File: src/rtl/brk_pkg.sv
package brk_pkg;
  localparam int REG_W    = 8;
  localparam int FLD_W    = 2;
  localparam int FLAG_BIT = REG_W - 1;
  localparam int RSV_BIT  = REG_W - 2;

  localparam logic [FLD_W-1:0] SZ_ANY  = 2'b00;
  localparam logic [FLD_W-1:0] SZ_WORD = 2'b10;
  localparam logic [FLD_W-1:0] FLD_OFF = 2'b00;

  typedef struct packed {
    logic [FLD_W-1:0] size;   // bits [5:4]
    logic [FLD_W-1:0] dir;    // bits [3:2]
    logic [FLD_W-1:0] kind;   // bits [1:0]
  } brk_cfg_t;

  localparam brk_cfg_t CFG_RESET = '{size: 2'b00, dir: 2'b11, kind: 2'b00};
endpackage

File: src/rtl/brk_ctrl_reg.sv
module brk_ctrl_reg
  import brk_pkg::*;
(
  input  logic             clk,
  input  logic             rst_n,
  input  logic             wr_en,
  input  logic [REG_W-1:0] wdata,
  input  logic             hit,
  output brk_cfg_t         cfg,
  output logic             flag
);
  brk_cfg_t cfg_d;
  logic     flag_d;
  logic     cfg_en;
  logic     flag_en;

  always_comb begin
    cfg_en  = wr_en;
    cfg_d   = brk_cfg_t'(wdata[$bits(brk_cfg_t)-1:0]);
    flag_en = hit | (wr_en & ~wdata[FLAG_BIT]);
    flag_d  = hit;
  end

  always_ff @(posedge clk or negedge rst_n) begin
    if (!rst_n) begin
      cfg  <= CFG_RESET;
      flag <= 1'b0;
    end else begin
      if (cfg_en)  cfg  <= cfg_d;
      if (flag_en) flag <= flag_d;
    end
  end
endmodule

File: src/rtl/brk_cond_eval.sv
module brk_cond_eval
  import brk_pkg::*;
(
  input  brk_cfg_t         cfg,
  input  logic             valid,
  input  logic             ifetch,
  input  logic             write,
  input  logic [FLD_W-1:0] size,
  output logic             hit
);
  logic             kind_ok;
  logic             dir_ok;
  logic             size_ok;
  logic [FLD_W-1:0] eff_size;

  always_comb begin
    // cycle kind: bit0 selects fetch, bit1 selects data access
    kind_ok  = ifetch ? cfg.kind[0] : cfg.kind[1];
    // direction: bit0 selects read, bit1 selects write
    dir_ok   = write ? cfg.dir[1] : cfg.dir[0];
    eff_size = ifetch ? SZ_WORD : size;
    size_ok  = (cfg.size == SZ_ANY) || (cfg.size == eff_size);
    hit      = valid & kind_ok & dir_ok & size_ok;
  end
endmodule

File: src/rtl/brk_req_gen.sv
module brk_req_gen (
  input  logic clk,
  input  logic rst_n,
  input  logic hit,
  output logic irq
);
  logic irq_d;

  always_comb irq_d = hit;

  always_ff @(posedge clk or negedge rst_n) begin
    if (!rst_n) irq <= 1'b0;
    else        irq <= irq_d;
  end
endmodule

File: src/rtl/brk_cycle_match.sv
module brk_cycle_match
  import brk_pkg::*;
(
  input  logic             clk,
  input  logic             rst_n,
  input  logic             cfg_wr,
  input  logic [REG_W-1:0] cfg_wdata,
  output logic [REG_W-1:0] cfg_rdata,
  input  logic             bus_valid,
  input  logic             bus_ifetch,
  input  logic             bus_write,
  input  logic [FLD_W-1:0] bus_size,
  output logic             brk_irq
);
  brk_cfg_t cfg;
  logic     flag;
  logic     hit;

  brk_ctrl_reg u_reg (
    .clk   (clk),
    .rst_n (rst_n),
    .wr_en (cfg_wr),
    .wdata (cfg_wdata),
    .hit   (hit),
    .cfg   (cfg),
    .flag  (flag)
  );

  brk_cond_eval u_eval (
    .cfg    (cfg),
    .valid  (bus_valid),
    .ifetch (bus_ifetch),
    .write  (bus_write),
    .size   (bus_size),
    .hit    (hit)
  );

  brk_req_gen u_req (
    .clk   (clk),
    .rst_n (rst_n),
    .hit   (hit),
    .irq   (brk_irq)
  );

  always_comb cfg_rdata = {flag, 1'b0, cfg};
endmodule

File: config.mk
export PLATFORM = sky130hd
export DESIGN_NAME = brk_cycle_match
export DESIGN_NICKNAME = d
export VERILOG_FILES = /design/src/rtl/brk_pkg.sv /design/src/rtl/brk_ctrl_reg.sv /design/src/rtl/brk_cond_eval.sv /design/src/rtl/brk_req_gen.sv /design/src/rtl/brk_cycle_match.sv
export SDC_FILE = /design/constraint.sdc
export NUM_CORES = 1
export LEC_CHECK = 0
export ABC_AREA = 1
export ABC_CLOCK_PERIOD_IN_PS = 2400
export BUFFER_PORTS_ARGS = -buffer_cell sky130_fd_sc_hd__clkbuf_2
export CAP_MARGIN = 20
export CORE_AREA = 2 2 39 41
export CTS_CLUSTER_DIAMETER = 30
export DETAILED_ROUTE_END_ITERATION = 6
export DIE_AREA = 0 0 41 43
export SLEW_MARGIN = 20
export SYNTH_ARGS = -nofsm -noshare
export SYNTH_HDL_FRONTEND = slang
export SYNTH_SLANG_ARGS = --single-unit
export TNS_END_PERCENT = 20
File: constraint.sdc
create_clock -name clk -period 2.4 [get_ports clk]
set_input_delay 0.24 -clock clk [delete_from_list [all_inputs] [get_ports clk]]
set_output_delay 0.24 -clock clk [all_outputs]
set_load 0.05 [all_outputs]
======== Word level (Yosys, flattened, before mapping) ========
Cells that the tools add are included.
word-level totals
  register bits after elaboration ......... 8
  input port bits ......................... 16
  output and inout port bits .............. 9
  word-level logic and storage cells ...... 17
cells by class
  equality and inequality tests ........... 1
  muxes and demuxes ....................... 3
  bitwise logic cells ..................... 6
  reductions and logical operators ........ 2
operators with widths
  kind              count
  1-bit AND         4
  2-bit == test     1
  2-bit zero test   1
  1-bit 2-to-1 mux  2
  2-bit 2-to-1 mux  1
  1-bit logical OR  1
  1-bit inverter    1
  1-bit OR          1

======== Longest topological paths before layout ========
  depth in word-level cells ............... 5
  depth in mapped cells ................... 6
  mapped depth without buffers ............ 6

======== By module ========
From an unflattened synthesis, not the netlist that was laid out.
second synthesis, totals
  cell total of the unflattened synthesis .. 58
  area, all modules ....................... 431.7 um2
by module, submodules not included
  module           instances  cells an instance  area each (um2)
  brk_ctrl_reg     1          31                 297.8
  brk_cond_eval    1          23                 90.1
  brk_req_gen      1          1                  25.0
  brk_cycle_match  1          3                  18.8

======== Worst setup path before layout ========
Ideal clock, no wire load.
  path kind ............................... register to register
  start point ............................. register u_reg.cfg[2] (netlist name)
  end point ............................... register u_reg.flag
  setup time .............................. 78 ps
  arrival time ............................ 1063 ps
  data required time ...................... 2322 ps
  slack ................................... 1259 ps
  stages on the path, launching flop included .. 5
  path through ............................ dfstp_2 > nor2_1 > nor2_4 > nand3_2 > o21bai_1
between the ends
  cells in the longest elaborated chain, start to end .. 4
ends and longest elaborated chain
  item                         line                 text
  1-bit 2-to-1 mux (*)         brk_cond_eval.sv:20  dir_ok = write ? cfg.dir[1] : cfg.dir[0];
  1-bit AND (*) (2 in series)  brk_cond_eval.sv:23  hit = valid & kind_ok & dir_ok & size_ok;
  1-bit OR                     brk_ctrl_reg.sv:20   flag_en = hit | (wr_en & ~wdata[FLAG_BIT]);
  end signal, assigned         brk_ctrl_reg.sv:30   if (flag_en) flag <= flag_d;
  end, declared                brk_ctrl_reg.sv:10   output logic flag
Mark *: on every way between the ends. The rest lies on a longest branch, timed or not.
A chain may end at the register's enable or synchronous reset.

======== Worst setup path after layout ========
  start point ............................. register u_reg.cfg[2] (netlist name)
  end point ............................... output cfg_rdata[2]
RTL lines
  item           line                  text
  end, declared  brk_cycle_match.sv:8  output logic [REG_W-1:0] cfg_rdata,
No word-level cell between the ends.

==> results_dict.tcl <==
set metrics [dict create \
    drtIter0Drc 11 \
    ys_ff_latch 8 \
    yosys_warnings 0 \
    finalHoldViolations 0 \
    cts_tree "built" \
    root_buffer "clkbuf_4" \
    track_usage_pct 12.5 \
    avgSynthCellArea_um2 9.00 \
    syn_inst 47 \
    finalCritPeriodShare_pct 54.2 \
    clkLatencyLatePin_ns 0.26 \
    crit_chain "clkbuf_2" \
    fmax_mhz 768 \
    grt_first_pass_wirelength_um 1340 \
    ant_nets 0 \
    vias_per_cell 4.22 \
    cts_sinks 8 \
    gp_congestion 0.599 \
    path_class "reg2out" \
    crit_required_ns 2.16 \
    outcome "complete, no violations" \
    area_growth_pct 33.1 \
    end_kind "output pin" \
    power_density_nw_per_um2 688 \
    p_leak_uw 0.000327 \
    syn_area_um2 423 \
    numCtsBuffers 3 \
    overflow 0 \
    io_pins 25 \
    path_max_fanout 3 \
    ys_seq_area_share_pct 47.9 \
    maxCapViolCount 0 \
    drive_gt1_share_pct 45.1 \
    cts_resized 0 \
    clock_skew_ns 0.0116 \
    wl_um 820 \
    holdCritPathClass "in2reg" \
    crit_family "flip-flops" \
    num_vias 367 \
    rsz0062_at_grt "no" \
    crit_arrival_ns 1.06 \
    clkTransAtPathRegs_ns 0.06 \
    syn-num-nets 63 \
    antenna_found_initial 0 \
    grt_max_degree 11 \
    hpwl_um 635 \
    fin_nets 88 \
    fin_crit_ns 1.30 \
    fill_cells 142 \
    n_antenna_cell 0 \
    cp_num_buf_inv 1 \
    slew_viol_final 0 \
    final_cell_count_no_fill 87 \
    hold_ws_ns 0.184 \
    fp.dieArea_um2 1760 \
    placedCellCount 82 \
    core_area_um2 1380 \
    power_uw 387 \
    htree_levels 1 \
    grt_pass1_vias 314 \
    clk_path_buf_depth 2 \
    wl_per_cell_um 9.43 \
    die_h_um 43 \
    die_w_um 41 \
    setup_viol 0 \
    synth_cell_types 14 \
    slowest_delay_ns 0.54 \
    fin_setup_tns_ns 0 \
    vdd_ir_drop_max_mv 0.294 \
    num_rows 14 \
    final_util_pct 40.7 \
    slowest_stage "dfstp_2" \
    drc_errors 0 \
    first_pass_iters 5 \
    port_buffers 22 \
    initial_core_util_pct 30.6 \
    cp-start-kind "flip-flop" \
]
-- final timing paths --
check | end | slack, ns | cells past startpoint | from
max | cfg_rdata[2] | 1.10 | 1 | u_reg.cfg[2]
min | u_reg.cfg[5] | 0.18 | 3 | cfg_wdata[5]
max reg2reg | u_reg.flag | 1.46 | 4 | u_reg.cfg[2]
min reg2reg | u_reg.cfg[3] | 0.51 | 2 | u_reg.cfg[3]
max in group asynchronous | u_reg.cfg[3] | 1.79 | 2 | rst_n
min in group asynchronous | u_reg.cfg[5] | 0.35 | 2 | rst_n
-- power breakdown --
group	switching, uW	internal, uW
logic	81.4	36.1
registers	8.36	151
clock network	47.0	63.7
total	137	251
-- flip-flops by register name, indices dropped and copies added (netlist names) --
name        flops
u_req.irq       1
u_reg.cfg       6
u_reg.flag      1
-- synth_stat cells --
cell type / count / area share (%)
nand2_1: 14 / 12
inv_1: 7 / 6.2
dfrtp_1: 6 / 36
nor2_1: 4 / 3.5
mux2_4: 3 / 11
o21ai_0: 3 / 3.5
buf_4: 2 / 3.5
dfstp_2: 2 / 12
a21boi_1: 1 / 1.8
buf_6: 1 / 2.7
conb_1: 1 / 0.89
nand3_2: 1 / 2.4
nor2_4: 1 / 2.7
o21bai_1: 1 / 1.8
-- per-layer routing --
metal | global-route usage, % | share of wire (%)
met4 | 8.00 | 2.4
met5 | 0 | 0
met1 | 14.8 | 41
met3 | 9.42 | 14
met2 | 15.3 | 43
-- cells by family (layout without fill, tap and decap cells) --
family	after synthesis	in the layout	share of synthesized area [%]
multiplexers	3	3	10.7
buffers and inverters	10	34	12.4
other	1	1	0.887
flip-flops	8	8	47.9
AO/OA/AOI/OAI	5	5	7.10
AND/OR/NAND/NOR	20	20	21.0
-- worst register-to-register path: stages, from the launching register on --
cell and delay (ns):
dfstp_2 0.54, nor2_1 0.07, nor2_4 0.08, nand3_2 0.07
o21bai_1 0.13
-- through the flow --
stage	area, um2	setup WS (ns)
final	563	1.10
after global routing	563	1.05
after CTS	563	1.08
after detailed placement	527	1.36
after global placement	527	1.36
after floorplan	423	1.26
-- final cells by class --
cell class	instances	area, um2	share of cell area, %
repair buffers	23	120	21.3
well taps	16	20.0	3.56
multi-input cells	29	168	29.8
clock buffers	4	26.3	4.67
inverters	7	26.3	4.67
flip-flops and latches	8	203	36.0
-- layout by cell type, fill, tap and decap left out --
cell	instances
mux2_4	3
dfrtp_1	6
dlygate4sd3_1	1
nand2_1	14
inv_1	7
nor2_1	4
nand3_2	1
nor2_4	1
clkbuf_2	22
clkbuf_4	3
conb_1	1
clkbuf_1	1
dfstp_2	2
a21boi_1	1
o21ai_0	3
o21bai_1	1
-- what timing repair did --
item | CTS | global route
endpoints found under the setup margin | 0 | 0
buffers inserted | 0 | 0
hold buffers | 1 | 0
endpoints found under the hold margin | 6 | 0
No activity file was read; power rests on OpenSTA's default activity.
